===== config.mk =====
export PLATFORM = sky130hd
export DESIGN_NAME = duo_pwm
export DESIGN_NICKNAME = d
export VERILOG_FILES = /design/src/rtl/duo_pwm_pkg.sv /design/src/rtl/duo_pwm_regs.sv /design/src/rtl/duo_pwm_chan.sv /design/src/rtl/duo_pwm.sv
export SDC_FILE = /design/constraint.sdc
export NUM_CORES = 2
export LEC_CHECK = 0
export BUFFER_PORTS_ARGS = -buffer_cell sky130_fd_sc_hd__buf_2
export CAP_MARGIN = 10
export CORE_ASPECT_RATIO = 1.4
export CORE_UTILIZATION = 28
export DETAILED_ROUTE_END_ITERATION = 7
export MAX_ROUTING_LAYER = met4
export PLACE_DENSITY = 0.39
export SYNTH_ARGS = -nofsm -noshare
export SYNTH_HDL_FRONTEND = slang
export SYNTH_SLANG_ARGS = --single-unit

===== constraint.sdc =====
create_clock -name clk -period 12.4 [get_ports clk]
set_input_delay 1.24 -clock clk [delete_from_list [all_inputs] [get_ports clk]]
set_output_delay 1.24 -clock clk [all_outputs]
set_load 0.03 [all_outputs]

===== src/rtl/duo_pwm_pkg.sv =====
`timescale 1ns/1ps
// Shared constants and types for the two-channel PWM.
// Assumes exactly two channels packed into one 16-bit control word.
package duo_pwm_pkg;
    localparam int NUM_CH       = 2;
    localparam int CH_STRIDE    = 8;   // control bits per channel
    localparam int B_EN         = 0;
    localparam int B_SIL        = 3;
    localparam int B_POL        = 4;
    localparam int B_MS         = 7;
    localparam int WA_CTL       = 0;   // word addresses
    localparam int WA_CH_BASE   = 4;
    localparam int WA_CH_STRIDE = 4;
    localparam int WA_RNG_OFS   = 0;
    localparam int WA_DAT_OFS   = 1;

    typedef struct packed {
        logic ms;   // 1 = mark/space, 0 = distributed
        logic pol;  // invert output
        logic sil;  // raw level while disabled
        logic en;   // channel enable
    } chan_cfg_t;
endpackage


===== src/rtl/duo_pwm_regs.sv =====
`timescale 1ns/1ps
// Register file: control word plus RANGE/DATA per channel.
// Assumes single-cycle writes (bus_sel && bus_wr) and a combinational read.
module duo_pwm_regs
    import duo_pwm_pkg::*;
#(
    parameter int ADDR_W  = 4,
    parameter int DATA_W  = 32,
    parameter int RNG_RST = 32,
    parameter int DAT_RST = 0
) (
    input  logic                             clk,
    input  logic                             rst_n,
    input  logic                             bus_sel,
    input  logic                             bus_wr,
    input  logic [ADDR_W-1:0]                bus_addr,
    input  logic [DATA_W-1:0]                bus_wdata,
    output logic [DATA_W-1:0]                bus_rdata,
    output chan_cfg_t [NUM_CH-1:0]           cfg_o,
    output logic [NUM_CH-1:0][DATA_W-1:0]    rng_o,
    output logic [NUM_CH-1:0][DATA_W-1:0]    dat_o
);
    chan_cfg_t [NUM_CH-1:0]        cfg_q;
    logic [NUM_CH-1:0][DATA_W-1:0] rng_q;
    logic [NUM_CH-1:0][DATA_W-1:0] dat_q;
    logic                          wr_en;

    assign wr_en = bus_sel && bus_wr;

    function automatic logic [ADDR_W-1:0] rng_wa(input int c);
        return ADDR_W'(WA_CH_BASE + WA_CH_STRIDE * c + WA_RNG_OFS);
    endfunction

    function automatic logic [ADDR_W-1:0] dat_wa(input int c);
        return ADDR_W'(WA_CH_BASE + WA_CH_STRIDE * c + WA_DAT_OFS);
    endfunction

    // Register writes; only the in-scope control bits are stored.
    always_ff @(posedge clk) begin
        if (!rst_n) begin
            for (int c = 0; c < NUM_CH; c++) begin
                cfg_q[c] <= '0;
                rng_q[c] <= DATA_W'(RNG_RST);
                dat_q[c] <= DATA_W'(DAT_RST);
            end
        end else if (wr_en) begin
            for (int c = 0; c < NUM_CH; c++) begin
                if (bus_addr == ADDR_W'(WA_CTL)) begin
                    cfg_q[c].en  <= bus_wdata[CH_STRIDE * c + B_EN];
                    cfg_q[c].sil <= bus_wdata[CH_STRIDE * c + B_SIL];
                    cfg_q[c].pol <= bus_wdata[CH_STRIDE * c + B_POL];
                    cfg_q[c].ms  <= bus_wdata[CH_STRIDE * c + B_MS];
                end
                if (bus_addr == rng_wa(c)) rng_q[c] <= bus_wdata;
                if (bus_addr == dat_wa(c)) dat_q[c] <= bus_wdata;
            end
        end
    end

    // Read mux; unstored and unmapped bits return zero.
    always_comb begin
        bus_rdata = '0;
        for (int c = 0; c < NUM_CH; c++) begin
            if (bus_addr == ADDR_W'(WA_CTL)) begin
                bus_rdata[CH_STRIDE * c + B_EN]  = cfg_q[c].en;
                bus_rdata[CH_STRIDE * c + B_SIL] = cfg_q[c].sil;
                bus_rdata[CH_STRIDE * c + B_POL] = cfg_q[c].pol;
                bus_rdata[CH_STRIDE * c + B_MS]  = cfg_q[c].ms;
            end
            if (bus_addr == rng_wa(c)) bus_rdata = rng_q[c];
            if (bus_addr == dat_wa(c)) bus_rdata = dat_q[c];
        end
    end

    assign cfg_o = cfg_q;
    assign rng_o = rng_q;
    assign dat_o = dat_q;
endmodule


===== src/rtl/duo_pwm_chan.sv =====
`timescale 1ns/1ps
// One PWM channel: period counter, mark/space and distributed level logic.
// Assumes tick_i is a one-clock enable; RANGE/DATA are latched at position 0.
module duo_pwm_chan
    import duo_pwm_pkg::*;
#(
    parameter int DATA_W = 32
) (
    input  logic              clk,
    input  logic              rst_n,
    input  logic              tick_i,
    input  chan_cfg_t         cfg_i,
    input  logic [DATA_W-1:0] rng_i,
    input  logic [DATA_W-1:0] dat_i,
    output logic              out_o
);
    localparam int ACC_W = DATA_W + 1;

    logic [DATA_W-1:0] pos_q, rng_lat, dat_lat;
    logic [ACC_W-1:0]  acc_q;
    logic              lvl_q;

    logic              at_start, full, wrap, hit, ms_act, dist_act, act;
    logic [DATA_W-1:0] rng_e, dat_e, pos_nxt;
    logic [ACC_W-1:0]  acc_e, sum, acc_nxt;

    // Effective settings: fresh values at position 0, latched ones otherwise.
    always_comb begin
        at_start = (pos_q == '0);
        rng_e    = at_start ? rng_i : rng_lat;
        dat_e    = at_start ? dat_i : dat_lat;
        acc_e    = at_start ? '0 : acc_q;
        full     = (dat_e >= rng_e);
    end

    // Next period position and both level algorithms.
    always_comb begin
        wrap     = ({1'b0, pos_q} + ACC_W'(1)) >= {1'b0, rng_e};
        pos_nxt  = wrap ? '0 : pos_q + DATA_W'(1);
        ms_act   = full || (pos_q < dat_e);
        sum      = acc_e + {1'b0, dat_e};
        hit      = (sum >= {1'b0, rng_e});
        dist_act = full || hit;
        if (full)     acc_nxt = '0;
        else if (hit) acc_nxt = sum - {1'b0, rng_e};
        else          acc_nxt = sum;
        act      = cfg_i.ms ? ms_act : dist_act;
    end

    // Channel state: idle while disabled, advance on ticks while enabled.
    always_ff @(posedge clk) begin
        if (!rst_n) begin
            pos_q   <= '0;
            acc_q   <= '0;
            rng_lat <= '0;
            dat_lat <= '0;
            lvl_q   <= 1'b0;
        end else if (!cfg_i.en) begin
            pos_q <= '0;
            acc_q <= '0;
            lvl_q <= cfg_i.sil;
        end else if (tick_i) begin
            pos_q <= pos_nxt;
            acc_q <= acc_nxt;
            lvl_q <= act;
            if (at_start) begin
                rng_lat <= rng_i;
                dat_lat <= dat_i;
            end
        end
    end

    assign out_o = lvl_q ^ cfg_i.pol;
endmodule


===== src/rtl/duo_pwm.sv =====
`timescale 1ns/1ps
// Top level: register file feeding two identical PWM channels.
// Assumes both channels share clk and the pwm_tick enable.
module duo_pwm
    import duo_pwm_pkg::*;
#(
    parameter int ADDR_W  = 4,
    parameter int DATA_W  = 32,
    parameter int RNG_RST = 32,
    parameter int DAT_RST = 0
) (
    input  logic              clk,
    input  logic              rst_n,
    input  logic              pwm_tick,
    input  logic              bus_sel,
    input  logic              bus_wr,
    input  logic [ADDR_W-1:0] bus_addr,
    input  logic [DATA_W-1:0] bus_wdata,
    output logic [DATA_W-1:0] bus_rdata,
    output logic [NUM_CH-1:0] pwm_out
);
    chan_cfg_t [NUM_CH-1:0]        cfg_w;
    logic [NUM_CH-1:0][DATA_W-1:0] rng_w;
    logic [NUM_CH-1:0][DATA_W-1:0] dat_w;

    duo_pwm_regs #(
        .ADDR_W (ADDR_W),
        .DATA_W (DATA_W),
        .RNG_RST(RNG_RST),
        .DAT_RST(DAT_RST)
    ) u_regs (
        .clk      (clk),
        .rst_n    (rst_n),
        .bus_sel  (bus_sel),
        .bus_wr   (bus_wr),
        .bus_addr (bus_addr),
        .bus_wdata(bus_wdata),
        .bus_rdata(bus_rdata),
        .cfg_o    (cfg_w),
        .rng_o    (rng_w),
        .dat_o    (dat_w)
    );

    for (genvar g = 0; g < NUM_CH; g++) begin : g_ch
        duo_pwm_chan #(.DATA_W(DATA_W)) u_chan (
            .clk   (clk),
            .rst_n (rst_n),
            .tick_i(pwm_tick),
            .cfg_i (cfg_w[g]),
            .rng_i (rng_w[g]),
            .dat_i (dat_w[g]),
            .out_o (pwm_out[g])
        );
    end
endmodule


==> flow_summary.yaml <==
power_and_ir_drop:
  p_clk_share_pct: 49.9
  vdd_ir_drop_max_mv: 0.125
  switching_share_pct: 26.2
  comb_power_share_pct: 8.3
  p_seq_share_pct: 41.8
  p_leak_nw: 15.9
  power-per-cell-area_mw_per_mm2: 94.7
  power_switching_w: 0.000805
  intPower_w: 0.00226
logic_synthesis:
  synth.area.top_cells: "dfxtp_1 (27%), ha_1 (13%), nand2_1 (7.5%), mux2i_1 (6.5%), a21oi_1 (5.4%)"
  yosysMostFrequentCell: "nand2_1"
  yosys_warnings: 0
  synth_common_cells: "nand2_1 (578), dfxtp_1 (396), a21oi_1 (310)"
  ys.flop_type: "dfxtp_1"
  synth_area_leader_cell: "dfxtp_1"
  synth_top_area_share_pct: 27.4
  ys_seq_area_share_pct: 27.4
  ys_types: 87
  synth_nets: 3943
  netlist_area_mm2: 0.0290
  async_reset_ff_share_pct: 0
  ys_ff_latch: 396
  synth.avg_cell_area_um2: 8.06
  syn_inst: 3590
  synth_edf_count: 0
clocking:
  post_cts_resized: 0
  ctsHoldBuffers: 0
  clock-root-buffer: "clkbuf_16"
  htree_levels: 2
  clkTransAtPathRegs_ps: 60
  cts_tree: "built"
  cts_sinks: 396
  post-cts-setup-buffer-count: 0
  cts_buffers: 48
  cts_buffer_depth: 3
  clkLatencyLatePin_ps: 610
layout:
  multi_input_area_mm2: 0.0200
  area_growth_pct: 11.9
  final_area_mm2: 0.0324
  final.fill_count: 10862
  stdcell_count: 4959
  drive_gt1_share_pct: 7.14
  finalNetCount: 3929
  regArea_mm2: 0.00793
global_route:
  grt_max_degree: 84
  overflow: 0
  antenna_found_initial: 13
  grt_first_pass_wirelength_um: 162000
  grt_pass1_vias: 25899
  grt.total_usage_pct: 20.9
run:
  drv_cap: 0
detailed_routing:
  drc: 0
  firstDrtPassIters: 5
  avgViaCountPerCell: 5.19
  antenna_left: 0
  dr_total_vias: 25733
  finalWirelength_um: 107000
  routedWlPerCell_um: 21.6
  dr.first_iter.drc_count: 1477
place:
  placed_area_mm2: 0.0307
  place.gp.congestion: 0.878
  io_buffer_count: 74
  pre_cts_slack_ps: 2770
  dpl.hpwl_um: 83900
  dp_cells: 4865
critical_path:
  r2r_start: "g_ch[0].u_chan.pos_q[20]"
  cp-startpoint: "g_ch[0].u_chan.pos_q[20]"
  worstPathMaxFanout: 26
  crit_required_ps: 12950
  critPathSlowestCell: "nor4_1"
  cp-end-kind: "flip-flop"
  cp_slowest_stage_delay_ps: 760
  start_kind: "flip-flop"
  worstSetupPathType: "reg -> reg"
  rrSetupSlack_ps: 2870
  cpMostUsedCell: "o21ai_0"
  critPathArrivalTime_ps: 10080
floorplanning:
  initial_core_util_pct: 28.3
  die_y_um: 382
  fp.dieW_um: 274
  pin_count: 75
  rows: 139
  dieArea_mm2: 0.105
  coreArea_mm2: 0.102
sta:
  hold_slack_ps: 442
  period_needed_ps: 9530
  finalMaxSlewViolations: 0
  worst_slack_ps: 2870
  setup_violations: 0
  fmax_ghz: 0.105
  skew_ps: 16.0
  final.period_utilization_pct: 76.8
  tightest_slew_ps: 1120
  slew_headroom_pct: 24.4
  final.setup.tns_ps: 0
  grt_setup_unrepaired: "no"
  hold_violations: 0
status:
  outcome: "finished, final reports clean"
min_path:
  min_path_type: "reg -> reg"
  holdCritStartpoint: "g_ch[0].u_chan.acc_q[11]"
-- sequential cells by signal, summed over array words and instances (netlist names) --
register             count
g_ch.u_chan.lvl_q        2
u_regs.cfg_o             8
u_regs.rng_o            64
g_ch.u_chan.pos_q       64
g_ch.u_chan.dat_lat     64
g_ch.u_chan.rng_lat     64
u_regs.dat_o            64
g_ch.u_chan.acc_q       66
-- layout by cell type, fill, tap and decap left out, types with 12 or more instances in the layout --
master | synthesis | final
buf_2 | 6 | 73
mux2i_1 | 188 | 188
and3_1 | 40 | 40
nand3_1 | 63 | 62
o211a_1 | 103 | 103
a21oi_1 | 310 | 310
nor2_1 | 194 | 191
nand3b_1 | 19 | 19
o21ai_0 | 147 | 147
a31oi_1 | 36 | 36
nor4_1 | 22 | 21
nor3_1 | 34 | 33
nand2b_1 | 29 | 29
a211oi_1 | 46 | 46
o31ai_1 | 12 | 12
dfxtp_1 | 396 | 396
o21a_1 | 34 | 34
and2_1 | 80 | 77
nand2_1 | 578 | 578
nor2b_1 | 45 | 43
ha_1 | 308 | 308
a21o_1 | 106 | 106
xnor2_1 | 127 | 127
nand4_1 | 55 | 55
xor2_1 | 57 | 57
inv_1 | 103 | 101
a22oi_1 | 48 | 48
buf_4 | 6 | 51
a221oi_1 | 19 | 19
clkbuf_16 | 0 | 49
nor3b_1 | 14 | 14
o21bai_1 | 15 | 15
-- final timing paths --
| check | end | depth (start not counted) |
|---|---|---|
| hold / removal | g_ch[0].u_chan.acc_q[11] | 2 |
| setup / recovery | g_ch[0].u_chan.acc_q[30] | 29 |
| setup reg to reg | g_ch[0].u_chan.acc_q[30] | 29 |
| hold reg to reg | g_ch[0].u_chan.acc_q[11] | 2 |
-- cells by family (layout without fill, tap and decap cells) --
group	count (synthesis)	in the layout	share of synthesized area (%)
buffers and inverters	294	319	3.94
muxes	194	194	6.73
other	0	5	0
adders and majority gates	315	315	13.7
and+or+nand+nor	1206	1206	19.3
xor gates and xnor gates	184	184	5.57
DFF	396	396	27.4
AOI/OAI and AO/OA	1001	1001	23.3
-- worst max-delay path: cells and delay by family (launching register included) --
kind	cells	cell delay (ps)
adders and majority gates	5	1660
and+or+nand+nor	9	3440
DFF	1	390
buffers and inverters	1	90
AOI/OAI and AO/OA	12	3300
muxes	1	400
xor gates and xnor gates	1	190
-- power groups by stage --
stage | Sequential (W) | Clock, W | Combinational (W)
2_1_floorplan | 0.00131 | 0 | 0.000172
3_3_place_gp | 0.00131 | 0 | 0.000259
3_5_place_dp | 0.00131 | 0 | 0.000257
4_1_cts | 0.00128 | 0.00158 | 0.000258
5_1_grt | 0.00128 | 0.00162 | 0.000277
6_report | 0.00128 | 0.00153 | 0.000254
-- metrics by stage --
stage / util (%) / total power, W
2_1_floorplan: - / 0.00148
3_3_place_gp: 30.0 / 0.00157
3_5_place_dp: 30.0 / 0.00157
4_1_cts: 31.6 / 0.00312
5_1_grt: 31.6 / 0.00318
6_report: 31.6 / 0.00307
-- cell type report --
cell class | count | share of cell area (%)
antenna | 5 | 0.0386
tap | 1339 | 5.17
sequential | 396 | 24.5
inverter | 104 | 1.21
clock buffer | 70 | 4.37
timing repair buffer | 126 | 2.43
multi-input combinational | 2900 | 61.6
clock inverter | 19 | 0.738
-- per-layer routing --
metal	up-vias	share of wire, %	global-route usage [%]
met3	122	2.8	2.05
met5	-	0	-
li1	12957	-	-
met1	12269	42	23.9
met2	385	52	37.9
met4	0	3.1	6.30
(Power assumes the default switching activity.)
